--- config.mk ---
export PLATFORM = sky130hd
export DESIGN_NAME = tsend_xfer_ctrl
export DESIGN_NICKNAME = d
export VERILOG_FILES = /design/src/rtl/tsend_xfer_ctrl.sv
export SDC_FILE = /design/constraint.sdc
export NUM_CORES = 1
export LEC_CHECK = 0
export ABC_CLOCK_PERIOD_IN_PS = 2370
export BUFFER_PORTS_ARGS = -buffer_cell sky130_fd_sc_hd__buf_2
export CAP_MARGIN = 10
export CORE_MARGIN = 4
export CORE_UTILIZATION = 54
export DETAILED_ROUTE_END_ITERATION = 7
export GPL_TIMING_DRIVEN = 0
export PLACE_DENSITY = 0.79
export SLEW_MARGIN = 25
export SYNTH_ARGS = -nofsm -noshare
export SYNTH_HDL_FRONTEND = slang
export SYNTH_SLANG_ARGS = --single-unit
--- constraint.sdc ---
create_clock -name clk -period 2.37 [get_ports clk]
set_clock_uncertainty 0.2 [all_clocks]
set_input_delay 0.474 -clock clk [delete_from_list [all_inputs] [get_ports clk]]
set_output_delay 0.474 -clock clk [all_outputs]
set_load 0.1 [all_outputs]
--- src/rtl/tsend_xfer_ctrl.sv ---
module tsend_xfer_ctrl #(
  parameter int DATA_W      = 32,
  parameter int BYTE_W      = 8,
  parameter int SYNC_STAGES = 2
) (
  input  logic              clk,
  input  logic              rst,
  input  logic              start_i,
  input  logic              dack_i,
  input  logic              dtc_i,
  input  logic              done_i,
  input  logic [DATA_W-1:0] data_i,
  input  logic              ack_i,
  output logic              dreq_o,
  output logic              ready_o,
  output logic              req_o,
  output logic [BYTE_W-1:0] sdata_o
);
  localparam int NBYTES = DATA_W / BYTE_W;
  localparam int CNT_W  = (NBYTES > 1) ? $clog2(NBYTES) : 1;
  localparam logic [CNT_W-1:0] CNT_LAST = CNT_W'(NBYTES - 1);

  typedef enum logic [2:0] {
    S_IDLE, S_WAIT_ACKN, S_WAIT_STROBE, S_WAIT_BUSFREE, S_REQ_HI, S_REQ_LO
  } state_t;

  state_t state;

  logic [SYNC_STAGES-1:0] dack_p, done_p;
  logic [SYNC_STAGES:0]   dtc_p, ack_p;

  always_ff @(posedge clk) begin
    if (rst) begin
      dack_p <= '0;
      done_p <= '0;
      dtc_p  <= '0;
      ack_p  <= '0;
    end else begin
      dack_p <= {dack_p[SYNC_STAGES-2:0], dack_i};
      done_p <= {done_p[SYNC_STAGES-2:0], done_i};
      dtc_p  <= {dtc_p[SYNC_STAGES-1:0], dtc_i};
      ack_p  <= {ack_p[SYNC_STAGES-1:0], ack_i};
    end
  end

  logic dack_s, done_s, dtc_s, ack_s;
  logic dtc_rise, ack_rise, ack_fall;

  assign dack_s   = dack_p[SYNC_STAGES-1];
  assign done_s   = done_p[SYNC_STAGES-1];
  assign dtc_s    = dtc_p[SYNC_STAGES-1];
  assign ack_s    = ack_p[SYNC_STAGES-1];
  assign dtc_rise = dtc_s & ~dtc_p[SYNC_STAGES];
  assign ack_rise = ack_s & ~ack_p[SYNC_STAGES];
  assign ack_fall = ~ack_s & ack_p[SYNC_STAGES];

  logic [DATA_W-1:0] shreg;
  logic [CNT_W-1:0]  cnt;
  logic              empty_q;
  logic              last_q;

  assign sdata_o = shreg[BYTE_W-1:0];

  always_ff @(posedge clk) begin
    if (rst) begin
      state   <= S_IDLE;
      dreq_o  <= 1'b0;
      ready_o <= 1'b0;
      req_o   <= 1'b0;
      shreg   <= '0;
      cnt     <= '0;
      empty_q <= 1'b0;
      last_q  <= 1'b0;
    end else begin
      case (state)
        S_IDLE: if (start_i) begin
          dreq_o <= 1'b1;
          state  <= S_WAIT_ACKN;
        end
        S_WAIT_ACKN: if (dack_s) begin
          ready_o <= 1'b1;
          state   <= S_WAIT_STROBE;
        end
        S_WAIT_STROBE: if (dtc_rise) begin
          shreg   <= data_i;
          last_q  <= done_s;
          ready_o <= 1'b0;
          cnt     <= '0;
          empty_q <= 1'b0;
          state   <= S_WAIT_BUSFREE;
        end
        S_WAIT_BUSFREE: if (!dack_s && !dtc_s) begin
          req_o <= 1'b1;
          state <= S_REQ_HI;
        end
        S_REQ_HI: if (ack_rise) begin
          shreg   <= shreg >> BYTE_W;
          cnt     <= cnt + 1'b1;
          empty_q <= (cnt == CNT_LAST);
          req_o   <= 1'b0;
          state   <= S_REQ_LO;
        end
        S_REQ_LO: if (ack_fall) begin
          if (empty_q) begin
            if (last_q) begin
              dreq_o <= 1'b0;
              state  <= S_IDLE;
            end else begin
              state <= S_WAIT_ACKN;
            end
          end else begin
            req_o <= 1'b1;
            state <= S_REQ_HI;
          end
        end
        default: state <= S_IDLE;
      endcase
    end
  end
endmodule

==> qor.yml, run 1 <==
rsz0062_at_grt: "no"
p_leak_nw: 1.13
fin_crit_sh_pct: 86.9
p_per_area_mw_per_mm2: 611
clock_path_buffers: 2
drive_above_1_share_pct: 30.2
postSynthCellCount: 276
drc_errors: 0
grt_antenna_before_repair: 0
worst_setup_path_end_kind: "flop"
fmax_mhz: 485
max-slew-margin-rel_pct: 55.1
worst_path_cell_chain: "clkbuf_1, nand3_1, nand2_1, buf_4, a311oi_2"
synth.cell_area_mm2: 0.00243
timing.critical_path.max_delay_family: "buffers and inverters"
initialDrtViolationCount: 140
max-cap-violations: 0
grt_overflow: 0
startpoint_type: "flop"
setup_tns_ns: 0
drt-total-wl_mm: 5.03
finish.net_count: 371
grt_use_total_pct: 18.8
ys.flop_type: "sky130_fd_sc_hd__dfxtp_1"
hold_path.startpoint: "dack_i"
synth_enable_flop_cells: 0
drt-wirelength-per-cell_um: 13.1
postSynth.asyncResetShare_pct: 0
postSynthRegisterBits: 52
finalHoldViolations: 0
numCtsBuffers: 5
critical-path-slowest-cell: "sky130_fd_sc_hd__dfxtp_1"
cts.hold.buffers_added: 0
io_pins: 50
setup_viol: 0
critPathKind: "reg -> reg"
clkSinkCount: 52
report.final.slew_viol_count: 0
p_total_mw: 1.72
floorplan.initialDensity_pct: 55.8
critical_path_buffers_and_inverters: 2
grt_first_pass_wirelength_mm: 8.11
critical_path_peak_fanout: 10
std_cell_rows: 24
cp.required_ns: 2.33
non_filler_cells_final: 383
grt_start_max_net_pins: 16
io_buffers: 48
vias_per_cell: 5.46
via_count: 2091
sequential_element_share_of_the_synthesized_area_pct: 42.8
detailed_router_iteration_count_before_antenna_repair: 4
dieArea_mm2: 0.00564
die-height_um: 75.1
tritoncts_clock_tree: "done"
postCtsResizedCells: 0
hp-class: "in -> reg"
synth.lib_cells_used.distinct: 33
seqCellArea_mm2: 0.00104
ant_diodes: 0
worst_r2r_startpoint: "state[1]$_SDFFE_PP0P_"
die-width_um: 75.1
floorplan_core_area_mm2: 0.00435
ys_top_cells_by_area: "sky130_fd_sc_hd__dfxtp_1 43%, sky130_fd_sc_hd__a311oi_2 12%, sky130_fd_sc_hd__nand2_1 11%, sky130_fd_sc_hd__nor3_1 5.8%, sky130_fd_sc_hd__buf_4 3.4%"
detailed_placer_s_ending_hpwl_mm: 3.72
worst_slew_pin_slew_ns: 0.674
post_cts_buffers: 0
syn-num-nets: 316
setup.worst_path.start: "state[1]$_SDFFE_PP0P_"
worst_setup_hold_path_clk_slew_ns: 0.09
cp_slowest_stage_delay_ns: 0.46
yosys_warnings: 0
synthDominantAreaCellType: "sky130_fd_sc_hd__dfxtp_1"
gp_routability_congestion: 0.838
postSynthAreaPerCell_um2: 8.80
crit_arrival_ns: 2.02
areaGrowthSynthToFinish_pct: 15.9
yosysMostFrequentCell: "sky130_fd_sc_hd__nand2_1"
first_global_vias: 1856
synthTopCellsByCount: "70 x sky130_fd_sc_hd__nand2_1, 52 x sky130_fd_sc_hd__dfxtp_1, 28 x sky130_fd_sc_hd__nor3_1"
min_cycle_time_layout_ns: 2.06
detail-route-antenna-nets: 0
worstSkewPairLatency_ns: 0.30
status: "completed"
vdd.ir_drop.worst_mv: 0.365
fillCellCount: 390
synth_top_area_share_pct: 42.8
root_buffer: "sky130_fd_sc_hd__clkbuf_8"
cts_max_level: 2
dp.cells: 376
footprint_of_the_multi_input_gates_mm2: 0.00119
-- cell type report --
class | instances | area share (%)
multi-input cells | 191 | 42.4
well taps | 52 | 2.31
clock buffers | 5 | 2.44
plain buffers | 31 | 6.62
repair buffers | 48 | 8.53
clock inverters | 2 | 0.444
inverters | 2 | 0.267
flip-flops and latches | 52 | 37.0
-- placed cells by master (no fill, tap or decap), types with 2 or more instances in the layout --
cell	synthesis	routed
sky130_fd_sc_hd__nand2_1	70	70
sky130_fd_sc_hd__buf_2	5	53
sky130_fd_sc_hd__dfxtp_1	52	52
sky130_fd_sc_hd__nor3_1	28	28
sky130_fd_sc_hd__a311oi_2	20	20
sky130_fd_sc_hd__a21oi_1	15	15
sky130_fd_sc_hd__nor2b_1	13	13
sky130_fd_sc_hd__clkbuf_1	12	12
sky130_fd_sc_hd__buf_4	11	11
sky130_fd_sc_hd__nor2_1	6	6
sky130_fd_sc_hd__nand2b_1	6	6
sky130_fd_sc_hd__a31oi_1	5	5
sky130_fd_sc_hd__clkbuf_8	0	5
sky130_fd_sc_hd__and3_1	4	4
sky130_fd_sc_hd__a311oi_1	4	4
sky130_fd_sc_hd__nand3_1	3	3
sky130_fd_sc_hd__buf_6	3	3
sky130_fd_sc_hd__inv_1	2	2
sky130_fd_sc_hd__o21ai_0	2	2
-- logic make-up (layout without fill, tap and decap cells) --
logic type | count (synthesis) | in the layout | share of synthesized area (%)
and+or+nand+nor | 136 | 136 | 26.9
AOI/OAI and AO/OA | 53 | 53 | 21.4
DFF | 52 | 52 | 42.8
buffers and inverters | 33 | 88 | 7.98
adders and majority gates | 1 | 1 | 0.515
muxes | 1 | 1 | 0.412
-- stage by stage --
| step | cell area (um^2) | setup WS [ns] | util [%] | hold WS, ns |
|---|---|---|---|---|
| floorplan | 2430 | 0.660 | - | 0.214 |
| global placement | 2740 | 0.369 | 62.8 | 0.216 |
| detailed placement | 2740 | 0.355 | 62.8 | 0.225 |
| CTS | 2820 | 0.340 | 64.7 | 0.162 |
| global route | 2820 | 0.184 | 64.7 | 0.160 |
| finish | 2820 | 0.309 | 64.7 | 0.177 |
-- layer usage --
metal / track usage [%] / vias up / part of all wire [%]
li1: - / 1067 / -
met1: 24.3 / 958 / 46
met2: 29.5 / 59 / 47
met3: 4.94 / 7 / 5.7
met4: 7.91 / 0 / 1.5
met5: 0 / - / 0
-- flip-flops by register name, indices dropped and copies added, names as in the netlist --
signal,cells
state,3
last_q,1
req_o,1
empty_q,1
shreg,32
ack_p,3
ready_o,1
dack_p,2
dtc_p,3
dreq_o,1
done_p,2
cnt,2
-- worst paths after layout --
kind              cells past startpoint  slack [ns]                     end
setup / recovery                      5        0.31  shreg[17]$_SDFFE_PP0P_
hold / removal                        2        0.18    dack_p[0]$_SDFF_PP0_
setup reg to reg                      5        0.31  shreg[17]$_SDFFE_PP0P_
hold reg to reg                       1        0.24     dtc_p[1]$_SDFF_PP0_
-- power by group --
part	internal [mW]	total (mW)	switching, mW
sequential	0.903	0.929	0.0257
combinational	0.113	0.318	0.205
clock	0.200	0.473	0.273
No activity file was read; power rests on OpenSTA's default activity.
==> run 2: changes to the inputs <==
--- a/config.mk
+++ b/config.mk
@@ -11,6 +11,5 @@
 export CORE_MARGIN = 4
-export CORE_UTILIZATION = 54
+export CORE_UTILIZATION = 30
 export DETAILED_ROUTE_END_ITERATION = 7
 export GPL_TIMING_DRIVEN = 0
-export PLACE_DENSITY = 0.79
 export SLEW_MARGIN = 25
--- a/constraint.sdc
+++ b/constraint.sdc
@@ -4,2 +4,2 @@
 set_output_delay 0.474 -clock clk [all_outputs]
-set_load 0.1 [all_outputs]
+set_load 0.02 [all_outputs]
==> run 2 against run 1 <==
Net effect:
- setup slack better by 0.016 ns
- largest cell class unchanged
- sequential share of layout area decreased by 0.96 points
- routed wire length increased by 8.3%
- combinational power is 17% lower
- utilization down 28 points
- final cell count is 13% higher
- flip-flop and latch count is the same
- first-iteration DRC count down 47%
- largest power group unchanged
- critical path depth is 1 higher
- non-clock buffer count unchanged
- worst hold slack improved by 0.0032 ns
==> qor.yml, run 2 (synthesized netlist as in run 1, its figures left out) <==
worst_setup_path_end_kind: "flop"
total_switching_power_mw: 0.457  # -9.3%
floorplan.initialDensity_pct: 31.1  # -25 points
areaGrowthSynthToFinish_pct: 19.0
crit_arrival_ns: 2.00  # -0.02 ns
clock_path_buffers: 2  # unchanged
min_cycle_time_layout_ns: 2.04  # -0.0163 ns
finalHoldViolations: 0  # unchanged
vdd.ir_drop.worst_mv: 0.209  # -43%
numCtsBuffers: 5  # unchanged
fin_crit_sh_pct: 86.3  # -0.69 points
die-width_um: 98.0  # +31%
cp.required_ns: 2.33  # about the same
cts.hold.buffers_added: 0  # unchanged
root_buffer: "sky130_fd_sc_hd__clkbuf_8"
comb_power_share_pct: 15.4  # -3.1 points
drt-wirelength-per-cell_um: 12.6  # -4.4%
gp_routability_congestion: 0.884  # +5.4%
worst_hold_slack_ns: 0.180  # +0.00323 ns
intPower_mw: 1.25  # +3.1%
timing.critical_path.max_delay_family: "simple AND/OR/NAND/NOR gates"
finish.net_count: 371  # unchanged
post_cts_buffers: 0  # unchanged
setup_tns_ns: 0  # unchanged
most_common_cell_after_layout_fill_and_taps_aside: "sky130_fd_sc_hd__nand2_1"
registers.top_by_ff_count: "shreg"
first_global_vias: 1979  # +6.6%
drt-total-wl_mm: 5.45  # +8.3%
critical_path_peak_fanout: 10  # unchanged
power_frac_clock_pct: 30.4  # +2.9 points
max-cap-violations: 0  # unchanged
postCtsResizedCells: 0  # unchanged
grt_first_pass_wirelength_mm: 9.16  # +13%
worst_path_cell_chain: "buf_4, nor3b_4, nand2_1, nand2_1, buf_4, a311oi_2"
cts_max_level: 2  # unchanged
p_total_mw: 1.71  # -0.54%
cp_slowest_stage_delay_ns: 0.39  # -0.07 ns
largest_reg_flops: 32  # unchanged
detailed_router_iteration_count_before_antenna_repair: 4  # unchanged
grt_start_max_net_pins: 16  # unchanged
mostFrequentLayoutCells: "70 x sky130_fd_sc_hd__nand2_1, 53 x sky130_fd_sc_hd__buf_2, 52 x sky130_fd_sc_hd__dfxtp_1"
layout.core_utilization_pct: 37.0  # -28 points
detail-route-antenna-nets: 0  # unchanged
floorplan_core_area_mm2: 0.00781  # +79%
clkSinkCount: 52  # unchanged
die-height_um: 98.0  # +31%
report.final.slew_viol_count: 0  # unchanged
rsz0062_at_grt: "no"
max-slew-margin-rel_pct: 52.1  # -3.0 points
hp-class: "in -> reg"
critical-path-slowest-cell: "sky130_fd_sc_hd__nor3b_4"
drc_errors: 0  # unchanged
worst_slew_pin_slew_ns: 0.719  # +0.0448 ns
worstSkewPairLatency_ns: 0.30  # about the same
power.sequential.fraction_pct: 54.2  # +0.2 points
detailed_placer_s_ending_hpwl_mm: 4.11  # +11%
fillCellCount: 860  # +120%
startpoint_type: "flop"
dieArea_mm2: 0.00960  # +70%
ant_diodes: 0  # unchanged
status: "completed"
grt_overflow: 0  # unchanged
setup_viol: 0  # unchanged
tritoncts_clock_tree: "done"
grt_antenna_before_repair: 0  # unchanged
fmax_mhz: 489  # +0.80%
grt_use_total_pct: 11.5  # -7.2 points
io_buffers: 48  # unchanged
std_cell_rows: 32  # +33%
vias_per_cell: 4.68  # -14%
critPathKind: "reg -> reg"
switching_share_pct: 26.7  # -2.6 points
p_per_area_mw_per_mm2: 592  # -3.1%
worst_setup_hold_path_clk_slew_ns: 0.09  # about the same
io_pins: 50  # unchanged
p_leak_nw: 1.14  # +0.39%
critical_path_buffers_and_inverters: 2  # unchanged
drive_above_1_share_pct: 30.1  # -0.091 points
via_count: 2032  # -2.8%
initialDrtViolationCount: 74  # -47%
==> run 2: cell types whose count changed in the layout (fill, tap and decap cells not counted) <==
cell                       before  now
sky130_fd_sc_hd__clkbuf_1      12   13
sky130_fd_sc_hd__clkbuf_8       5    6
sky130_fd_sc_hd__clkinv_2       1    0
==> run 2: worst paths after layout <==
check                                           start                      to  slack (ns)  cells after the start
worst max-delay path            state[2]$_SDFFE_PP0P_  shreg[16]$_SDFFE_PP0P_        0.33                      6
worst min-delay path                            ack_i     ack_p[0]$_SDFF_PP0_        0.18                      2
worst max register to register  state[2]$_SDFFE_PP0P_  shreg[16]$_SDFFE_PP0P_        0.33                      6
worst min register to register    dtc_p[0]$_SDFF_PP0_     dtc_p[1]$_SDFF_PP0_        0.24                      1
==> run 2: power groups by stage <==
stage | logic, mW | clock network [mW] | registers (mW)
after CTS | 0.264 | 0.538 | 0.929
after detailed placement | 0.263 | 0 | 0.949
final | 0.263 | 0.520 | 0.928
after floorplan | 0.179 | 0 | 0.954
after global routing | 0.293 | 0.562 | 0.933
after global placement | 0.262 | 0 | 0.949
==> run 2: per-stage QoR <==
step / instances / worst slack (ns) / cell area (um^2)
global placement: 426 / 0.378 / 2800
finish: 434 / 0.326 / 2890
detailed placement: 426 / 0.321 / 2800
CTS: 434 / 0.309 / 2890
global route: 434 / 0.153 / 2890
floorplan: 276 / 0.661 / 2430
==> run 2: metal layers <==
layer	track usage, %	vias up	wire, um
li1	-	1065	-
met1	15.7	918	2760
met2	17.9	47	2390
met3	2.64	2	250
met4	4.15	0	55
met5	0	-	0
==> run 2: area by class of cell <==
type	count	area, um^2	area share, %
clock buffers	7	86.3	2.99
clock inverters	1	7.51	0.260
inverters	2	7.51	0.260
well taps	102	128	4.41
plain buffers	31	186	6.45
flip-flops and latches	52	1040	36.0
multi-input cells	191	1190	41.3
repair buffers	48	240	8.31
==> run 3: changes to the inputs <==
ABC_AREA = 1   (was default)
==> run 3 against run 2 <==
Net effect:
- combinational power rose to 3.0 times the previous value
- synthesized area shrank 0.15%
- highest routed layer unchanged
- routed wire length is 2.1% higher
- sequential power up 9.9%
- critical endpoint is now shreg[28]$_SDFFE_PP0P_
==> qor.yml, run 3 <==
post_cts_buffers: 0  # unchanged
yosys_warnings: 0  # unchanged
setup_viol: 0  # unchanged
seqCellArea_mm2: 0.00104  # unchanged
layout.core_utilization_pct: 37.3  # +0.24 points
most_common_cell_after_layout_fill_and_taps_aside: "sky130_fd_sc_hd__nand2_1"
postSynthRegisterBits: 52  # unchanged
drt-wirelength-per-cell_um: 11.3  # -10%
hp-class: "in -> reg"
postSynthAreaPerCell_um2: 7.24  # -18%
clkSinkCount: 52  # unchanged
drc_errors: 0  # unchanged
synthDominantAreaCellType: "sky130_fd_sc_hd__dfxtp_1"
detailed_placer_s_ending_hpwl_mm: 4.21  # +2.4%
grt_use_total_pct: 12.0  # +0.50 points
finalHoldViolations: 0  # unchanged
cts.hold.buffers_added: 0  # unchanged
cts_max_level: 2  # unchanged
max-slew-margin-rel_pct: 59.5  # +7.4 points
initialDrtViolationCount: 115  # +55%
critical-path-slowest-cell: "sky130_fd_sc_hd__dfxtp_1"
startpoint_type: "flop"
postSynthCellCount: 335  # +21%
clock_path_buffers: 2  # unchanged
grt_overflow: 0  # unchanged
rsz0062_at_grt: "no"
detailed_router_iteration_count_before_antenna_repair: 4  # unchanged
vdd.ir_drop.worst_mv: 0.288  # +37%
vias_per_cell: 4.34  # -7.4%
registers.top_by_ff_count: "shreg"
grt_antenna_before_repair: 0  # unchanged
worst_slew_pin_slew_ns: 0.608  # -0.111 ns
crit_arrival_ns: 1.80  # -0.20 ns
tritoncts_clock_tree: "done"
p_per_area_mw_per_mm2: 832  # +40%
grt_start_max_net_pins: 17  # +1
synth.lib_cells_used.distinct: 24  # -27%
detail-route-antenna-nets: 0  # unchanged
synth_top_area_share_pct: 42.9  # +0.066 points
numCtsBuffers: 5  # unchanged
first_global_vias: 2004  # +1.3%
sequential_element_share_of_the_synthesized_area_pct: 42.9  # +0.066 points
layout_cell_area_excl_fill_mm2: 0.00291  # +0.65%
worst_setup_path_end_kind: "flop"
fin_crit_sh_pct: 74.1  # -12 points
areaGrowthSynthToFinish_pct: 20.0
fmax_mhz: 570  # +16%
worst_hold_slack_ns: 0.160  # -0.0210 ns
drive_above_1_share_pct: 24.7  # -5.4 points
setup_tns_ns: 0  # unchanged
synth.cell_area_mm2: 0.00243  # -0.15%
cp_slowest_stage_delay_ns: 0.49  # +0.10 ns
worst_setup_hold_path_clk_slew_ns: 0.09  # about the same
std_cell_rows: 32  # unchanged
worst-r2r-setup-slack_ns: 0.61  # +0.29 ns
footprint_of_the_multi_input_gates_mm2: 0.00105  # -12%
dieArea_mm2: 0.00959  # -0.14%
via_count: 2142  # +5.4%
grt_first_pass_wirelength_mm: 9.43  # +2.9%
postCtsResizedCells: 0  # unchanged
critical_path_peak_fanout: 9  # -1
io_pins: 50  # unchanged
worst_path_cell_chain: "nor2_4, nand2_8, nor2_8, nor2_1, o21ai_0, a21oi_1"
max-cap-violations: 0  # unchanged
ant_diodes: 0  # unchanged
floorplan_core_area_mm2: 0.00781  # unchanged
postSynth.asyncResetShare_pct: 0  # unchanged
ys_top_cells_by_area: "sky130_fd_sc_hd__dfxtp_1 43%, sky130_fd_sc_hd__nand2_1 10%, sky130_fd_sc_hd__o21ai_0 8.0%, sky130_fd_sc_hd__inv_1 6.5%, sky130_fd_sc_hd__a21oi_1 6.4%"
status: "completed"
worstSkewPairLatency_ns: 0.31  # about the same
timing.critical_path.max_delay_family: "simple AND/OR/NAND/NOR gates"
die-height_um: 97.9  # about the same
critical_path_buffers_and_inverters: 0  # -2
p_total_mw: 2.42  # +41%
syn-num-nets: 375  # +19%
synth_enable_flop_cells: 0  # unchanged
die-width_um: 97.9  # about the same
io_buffers: 49  # +2.1%
cp.required_ns: 2.42  # +0.09 ns
drt-total-wl_mm: 5.56  # +2.1%
synthTopCellsByCount: "65 x sky130_fd_sc_hd__nand2_1, 52 x sky130_fd_sc_hd__dfxtp_1, 42 x sky130_fd_sc_hd__inv_1"
floorplan.initialDensity_pct: 31.1  # -0.048 points
largest_reg_flops: 32  # unchanged
yosysMostFrequentCell: "sky130_fd_sc_hd__nand2_1"
report.final.slew_viol_count: 0  # unchanged
root_buffer: "sky130_fd_sc_hd__clkbuf_8"
min_cycle_time_layout_ns: 1.76  # -0.289 ns
ys.flop_type: "sky130_fd_sc_hd__dfxtp_1"
p_leak_nw: 1.32  # +16%
gp_routability_congestion: 0.850  # -3.8%
finish.net_count: 431  # +16%
instance_area_after_placement_mm2: 0.00280  # about the same
critPathKind: "reg -> reg"
mostFrequentLayoutCells: "65 x sky130_fd_sc_hd__nand2_1, 56 x sky130_fd_sc_hd__buf_2, 52 x sky130_fd_sc_hd__dfxtp_1"
fillCellCount: 849  # -1.3%
-- run 3: changes by cell type after synthesis, sizes merged, moves of 4 or more --
cell | previous run | this run
a31oi | 5 | 0
nor3 | 28 | 0
a21oi | 15 | 36
nor2 | 7 | 43
o21ai | 2 | 45
nor2b | 13 | 0
nand2b | 6 | 0
nand3 | 3 | 14
inv | 2 | 44
a311oi | 24 | 0
and3 | 4 | 0
clkbuf | 12 | 4
-- run 3: per-layer routing --
metal  global-route usage [%]  routed length, um  up-vias
met5                        0                  0        -
met4                     4.58                 86        0
met3                     3.36                291        8
met2                     18.5               2430       47
met1                     16.1               2760      930
li1                         -                  -     1157
-- run 3: path summary, 6_finish.rpt --
path / startpoint / to / cells after the start
max: state[1]$_SDFFE_PP0P_ / shreg[28]$_SDFFE_PP0P_ / 6
min reg2reg: dtc_p[0]$_SDFF_PP0_ / dtc_p[1]$_SDFF_PP0_ / 2
min: dack_i / dack_p[0]$_SDFF_PP0_ / 3
max reg2reg: state[1]$_SDFFE_PP0P_ / shreg[28]$_SDFFE_PP0P_ / 6
-- run 3: power by group --
part           internal [mW]  switching, mW  total [mW]
clock network          0.313          0.295       0.608
registers              0.962         0.0549        1.02
logic                  0.278          0.517       0.795
-- run 3: area by class of cell --
type                    instances  share of cell area, %
multi-input cells             215                   36.2
well taps                     102                   4.39
flip-flops and latches         52                   35.8
clock inverters                 3                   1.46
clock buffers                   5                   2.36
repair buffers                 49                   8.43
plain buffers                  24                   5.59
inverters                      44                   5.85
-- run 3: per-stage QoR --
stage,std cells,setup slack (ns)
after floorplan,335,0.854
after global placement,486,0.635
after detailed placement,486,0.632
after CTS,494,0.604
after global routing,494,0.408
final,494,0.615
-- run 3: logic make-up after synthesis --
logic type,count (synthesis),share of synthesized area (%)
simple gates,130,24.4
buf+inv,68,13.7
flops,52,42.9
fa+ha+maj,1,0.516
compound gates,84,18.4
-- run 3: worst min-delay path, stage by stage --
cell and delay [ns]:
sky130_fd_sc_hd__buf_2 0.07, sky130_fd_sc_hd__inv_1 0.03, sky130_fd_sc_hd__nor2_1 0.06
